**src/rtl/pqt_pkg.sv**
```systemverilog
package pqt_pkg;
  localparam int unsigned PQT_CNT_W_DEF   = 16;
  localparam int unsigned PQT_QUANTUM_DEF = 128;

  typedef enum logic [1:0] {
    STEP_HOLD = 2'd0,
    STEP_LOAD = 2'd1,
    STEP_DEC  = 2'd2
  } step_e;
endpackage

```
**src/rtl/pqt_reset_sync.sv**
```systemverilog
module pqt_reset_sync (
  input  logic clk,
  input  logic rst_n,
  output logic rst_sync_n
);
  logic [1:0] sync_q;

  always_ff @(posedge clk or negedge rst_n) begin
    if (!rst_n) sync_q <= 2'b00;
    else        sync_q <= {sync_q[0], 1'b1};
  end

  assign rst_sync_n = sync_q[1];
endmodule

```
**src/rtl/pqt_prescaler.sv**
```systemverilog
module pqt_prescaler #(
  parameter int unsigned QUANTUM = 128,
  localparam int unsigned PW = (QUANTUM > 1) ? $clog2(QUANTUM) : 1
) (
  input  logic clk,
  input  logic rst_n,
  input  logic restart,
  input  logic run,
  input  logic test_mode,
  output logic tick
);
  logic [PW-1:0] phase_q, phase_d;
  logic          wrap;
  logic          phase_en;

  assign wrap = (phase_q == PW'(QUANTUM - 1));
  assign tick = run && !restart && (test_mode || wrap);
  assign phase_en = restart || run;

  always_comb begin
    phase_d = phase_q;
    if (restart)                     phase_d = '0;
    else if (run) begin
      if (test_mode || wrap)         phase_d = '0;
      else                           phase_d = phase_q + PW'(1);
    end
  end

  always_ff @(posedge clk or negedge rst_n) begin
    if (!rst_n)        phase_q <= '0;
    else if (phase_en) phase_q <= phase_d;
  end

  // Partial quantum frozen when counting is not permitted
  assert_phase_frozen_R7: assert property (@(posedge clk) disable iff (!rst_n)
    (!run && !restart) |=> $stable(phase_q));
  // A restart always gives a clean quantum
  assert_restart_clears_R11: assert property (@(posedge clk) disable iff (!rst_n)
    restart |=> (phase_q == '0));
endmodule

```
**src/rtl/pqt_counter.sv**
```systemverilog
module pqt_counter
  import pqt_pkg::*;
#(
  parameter int unsigned CNT_W = 16
) (
  input  logic             clk,
  input  logic             rst_n,
  input  logic             load,
  input  logic [CNT_W-1:0] load_value,
  input  logic             tick,
  input  logic             irq_en,
  output logic [CNT_W-1:0] count,
  output logic             irq
);
  logic [CNT_W-1:0] count_q, count_d;
  logic             irq_q, irq_d;
  logic             nonzero;
  step_e            step;

  assign nonzero = (count_q != '0);

  always_comb begin
    if (load)                 step = STEP_LOAD;
    else if (tick && nonzero) step = STEP_DEC;
    else                      step = STEP_HOLD;
  end

  always_comb begin
    count_d = count_q;
    irq_d   = 1'b0;
    case (step)
      STEP_LOAD: count_d = load_value;
      STEP_DEC: begin
        count_d = count_q - CNT_W'(1);
        irq_d   = irq_en && (count_q == CNT_W'(1));
      end
      default: count_d = count_q;
    endcase
  end

  always_ff @(posedge clk or negedge rst_n) begin
    if (!rst_n) begin
      count_q <= '0;
      irq_q   <= 1'b0;
    end else begin
      if (step != STEP_HOLD) count_q <= count_d;
      irq_q <= irq_d;
    end
  end

  assign count = count_q;
  assign irq   = irq_q;

  // Load wins and is taken verbatim
  assert_load_taken_R2: assert property (@(posedge clk) disable iff (!rst_n)
    load |=> (count_q == $past(load_value)));
  // Zero stays zero without a load
  assert_no_underflow_R10: assert property (@(posedge clk) disable iff (!rst_n)
    (!load && count_q == '0) |=> (count_q == '0));
  // Interrupt only when the count has just reached zero
  assert_irq_at_zero_R9: assert property (@(posedge clk) disable iff (!rst_n)
    irq_q |-> (count_q == '0 && $past(count_q) == CNT_W'(1)));
endmodule

```
**src/rtl/pause_quantum_timer.sv**
```systemverilog
module pause_quantum_timer
  import pqt_pkg::*;
#(
  parameter int unsigned CNT_W   = PQT_CNT_W_DEF,
  parameter int unsigned QUANTUM = PQT_QUANTUM_DEF
) (
  input  logic             clk,
  input  logic             rst_n,
  input  logic             cfg_pause_en,
  input  logic             cfg_full_duplex,
  input  logic             cfg_test_mode,
  input  logic             tx_idle,
  input  logic             load_valid,
  input  logic [CNT_W-1:0] load_value,
  input  logic             irq_mask,
  output logic             tx_hold,
  output logic [CNT_W-1:0] pause_count,
  output logic             zero_irq
);
  logic rst_sync_n;
  logic accept_load;
  logic count_permit;
  logic prescale_run;
  logic quantum_tick;

  pqt_reset_sync u_rst (
    .clk        (clk),
    .rst_n      (rst_n),
    .rst_sync_n (rst_sync_n)
  );

  assign accept_load  = load_valid && cfg_full_duplex;
  assign count_permit = !cfg_pause_en || tx_idle;
  assign prescale_run = count_permit && (pause_count != '0);

  pqt_prescaler #(.QUANTUM(QUANTUM)) u_pre (
    .clk       (clk),
    .rst_n     (rst_sync_n),
    .restart   (accept_load),
    .run       (prescale_run),
    .test_mode (cfg_test_mode),
    .tick      (quantum_tick)
  );

  pqt_counter #(.CNT_W(CNT_W)) u_cnt (
    .clk        (clk),
    .rst_n      (rst_sync_n),
    .load       (accept_load),
    .load_value (load_value),
    .tick       (quantum_tick),
    .irq_en     (irq_mask),
    .count      (pause_count),
    .irq        (zero_irq)
  );

  assign tx_hold = cfg_pause_en && cfg_full_duplex && (pause_count != '0);

  // Half duplex never raises the count
  assert_half_duplex_ignored_R3: assert property (@(posedge clk) disable iff (!rst_sync_n)
    !cfg_full_duplex |=> (pause_count <= $past(pause_count)));
  // Busy transmitter with pausing enabled freezes the count
  assert_busy_freezes_R7: assert property (@(posedge clk) disable iff (!rst_sync_n)
    (cfg_pause_en && !tx_idle && !accept_load) |=> $stable(pause_count));
  // Hold never asserted with an empty count or in half duplex
  assert_hold_needs_count_R4: assert property (@(posedge clk) disable iff (!rst_sync_n)
    tx_hold |-> (pause_count != '0 && cfg_full_duplex));
endmodule

```
**config.mk**
```make
export PLATFORM = sky130hd
export DESIGN_NAME = pause_quantum_timer
export DESIGN_NICKNAME = d
export VERILOG_FILES = /design/src/rtl/pqt_pkg.sv /design/src/rtl/pqt_reset_sync.sv /design/src/rtl/pqt_prescaler.sv /design/src/rtl/pqt_counter.sv /design/src/rtl/pause_quantum_timer.sv
export SDC_FILE = /design/constraint.sdc
export NUM_CORES = 1
export LEC_CHECK = 0
export BUFFER_PORTS_ARGS = -buffer_cell sky130_fd_sc_hd__buf_2
export CORE_ASPECT_RATIO = 0.6
export CORE_MARGIN = 10
export CORE_UTILIZATION = 50
export CTS_CLUSTER_DIAMETER = 120
export DETAILED_ROUTE_END_ITERATION = 8
export PLACE_DENSITY = 0.8
export RECOVER_POWER = 25
export SLEW_MARGIN = 10
export SYNTH_ARGS = -nofsm -noshare
export SYNTH_HDL_FRONTEND = slang
export SYNTH_SLANG_ARGS = --single-unit
export TNS_END_PERCENT = 10
```
**constraint.sdc**
```tcl
create_clock -name clk -period 3.25 [get_ports clk]
set_input_delay 0.65 -clock clk [delete_from_list [all_inputs] [get_ports clk]]
set_output_delay 0.65 -clock clk [all_outputs]
set_load 0.1 [all_outputs]
```
==> results by group <==
Pwr
  • VDD IR max: 0.000488 V
  • P per Cell Area: 617 nW/µm²
  • Leak: 0.864 nW

STA
  • Total negative slack: 0 ns
  • Rel. slew slack: 0.337
  • RSZ-0062 raised after global routing: false
  • Worst Skew: 0.00357 ns
  • Fmax: 376 MHz
  • Period utilization: 0.818
  • Final Hold Viols: 0
  • Final Max Slew Viols: 0
  • Final WS setup: 0.592 ns
  • Setup violators final: 0
  • Period minus WS final: 2.66 ns
  • Worst-margin pin slew: 0.995 ns

Critical path
  • Critical Path Source: u_cnt.count[6]$_DFFE_PN0P_
  • Critical path arrival: 2.01 ns
  • Worst r2r src: u_cnt.count[0]$_DFFE_PN0P_
  • Reg2reg path depth: 6
  • Crit Path Category: reg2out
  • Crit path capture type: output port
  • Req. time, crit path: 2.60 ns
  • Critical R2R Capture: u_pre.phase_q[6]$_DFFE_PN0P_
  • Startpoint types: register
  • Critical path peak fanout: 7
  • Flop2flop setup slack: 0.90 ns

Global routing
  • Global-route wire length before repair: 6650 µm
  • Vias in the first global route: 1362
  • Grt ovf: 0
  • Initial antenna violation count: 0
  • Largest net degree at the start of global routing: 30
  • GRT Resource Usage Total: 0.134

Clock network
  • H-tree depth: 1
  • Hold_buf cts: 0
  • Inserted Clock Buffers: 3
  • CTS tree: done
  • Post-CTS sizing: 0
  • Root Buffer: clkbuf_8
  • Clock Tree Buf Depth: 2
  • Clk Latency, worst-skew pair: 0.27 ns
  • Post-CTS setup buffers: 0
  • CTS clk-pin slew, worst paths: 0.08 ns
  • CTS Sinks: 26

Place
  • Setup WS pre-CTS: 0.897 ns
  • Dpl cell area: 1890 µm²
  • Gp weighted congestion: 0.894
  • Post-detail-place hpwl: 3120 µm
  • Number of port buffers: 41

Synth
  • Synth area leader: dfrtp_1
  • Synth async-reset ratio: 1.00
  • Synthesized cell area: 1670 µm²
  • Avg Cell Area, Syn: 9.84 µm²
  • EDFF count, synth: 0
  • Synth cell types: 47
  • Top-count cell post-synth: dfrtp_1
  • Seq/Total Area, Yosys: 0.389
  • Cells after Synth: 170
  • Synth Register Bits: 26
  • Syn_nets: 198
  • Area contributors post-synth: dfrtp_1 39%, a2111oi_2 4.5%, nand2_1 4.3%
  • Synth top area share: 0.389
  • Ys flop type: dfrtp_1
  • Top cells by count, synth: 26 x dfrtp_1, 19 x nand2_1, 11 x nor2_1
  • Synth warnings: 0

Worst hold path
  • Worst Hold Class: in2async

Finish
  • Nets: 236
  • Filler cell count in the final layout: 313
  • Diode count: 0
  • Area growth syn-to-layout: 16.2%
  • Layout cells sized above 1: 0.300
  • Layout Cell Area excl Fill: 1940 µm²

Floorplanning
  • Core footprint: 3240 µm²
  • Site Rows: 16
  • Die area: 6140 µm²
  • Num ports: 42
  • Initial core utilization: 0.516
  • Die X: 94.7 µm
  • Die H: 64.8 µm

Drt
  • Drt wl/cell: 16.0 µm
  • Final wirelength: 4020 µm
  • DR vias/cell: 5.75
  • Drt pass-1 iters: 4
  • # DRC: 0
  • Post-DRT Antenna Nets: 0
  • Total number of vias: 1449
  • DRT iter0 DRCs: 111

Outcome
  • Outcome: completed

Flow run
  • Number of max-cap violations: 0
[final cells by class]
type	instances	area, µm²	area share
tap	45	56.3	0.0290
inverter	3	11.3	0.00580
multi-input combinational	132	958	0.493
clock buffer	4	55.1	0.0283
sequential	26	651	0.335
timing repair buffer	42	211	0.109
[cells by family (layout without fill, tap and decap cells)]
| logic type | after synthesis | count (layout) | synth area share |
|---|---|---|---|
| xor gates and xnor gates | 9 | 9 | 0.0471 |
| buffers and inverters | 12 | 49 | 0.0404 |
| muxes | 1 | 1 | 0.00673 |
| DFF | 26 | 26 | 0.389 |
| adders and majority gates | 4 | 4 | 0.0299 |
| other | 1 | 1 | 0.00224 |
| and+or+nand+nor | 71 | 71 | 0.242 |
| AOI/OAI and AO/OA | 46 | 46 | 0.242 |
[worst max path at each step]
stage | slack (ns) | cells after the start | endpoint
after floorplan | 0.17 | 4 | tx_hold
after global placement | 0.95 | 5 | tx_hold
after detailed placement | 0.90 | 5 | tx_hold
after CTS | 0.58 | 5 | tx_hold
after global routing | 0.47 | 5 | tx_hold
final | 0.59 | 5 | tx_hold
[layer usage]
layer	vias up	GRT usage	wire length [µm]
met5	-	0	0
met4	0	0.0335	36
met3	5	0.0529	433
met2	49	0.181	1650
met1	681	0.191	1900
li1	714	-	-
[sequential cells by signal (all words and copies together), names as in the netlist]
register,flops
u_pre.phase_q,7
u_rst.sync_q,2
u_cnt.irq,1
u_cnt.count,16
[metrics by stage]
step                hold WS (ns)  std cells  utilization  total power [mW]
global route               0.143        252        0.599              1.26
global placement           0.334        248        0.583             0.992
floorplan                  0.307        170            -             0.892
CTS                        0.137        252        0.600              1.21
detailed placement         0.337        248        0.583             0.999
finish                     0.144        252        0.599              1.20
[where the power goes]
part           internal [mW]  switching, mW  leakage [nW]
logic                  0.118          0.422         0.509
clock network          0.108         0.0990        0.0288
registers              0.371         0.0807         0.327
[cells in the final DEF (no fill, tap or decap), types with 5 or more instances in the layout]
cell,n
a2111oi_2,5
a31oi_1,7
and3_1,7
buf_2,40
dfrtp_1,26
nand2_1,19
nand2b_1,5
nand3_1,6
nor2_1,11
nor3_1,6
o21ai_1,7
xnor2_1,6
[critical path: stages (launching register included)]
cell     delay (ns)
dfrtp_1        0.45
nor4_4         0.49
nand2_4        0.12
nor3_1         0.29
a21oi_2        0.09
buf_2          0.29
(Power assumes the default switching activity.)
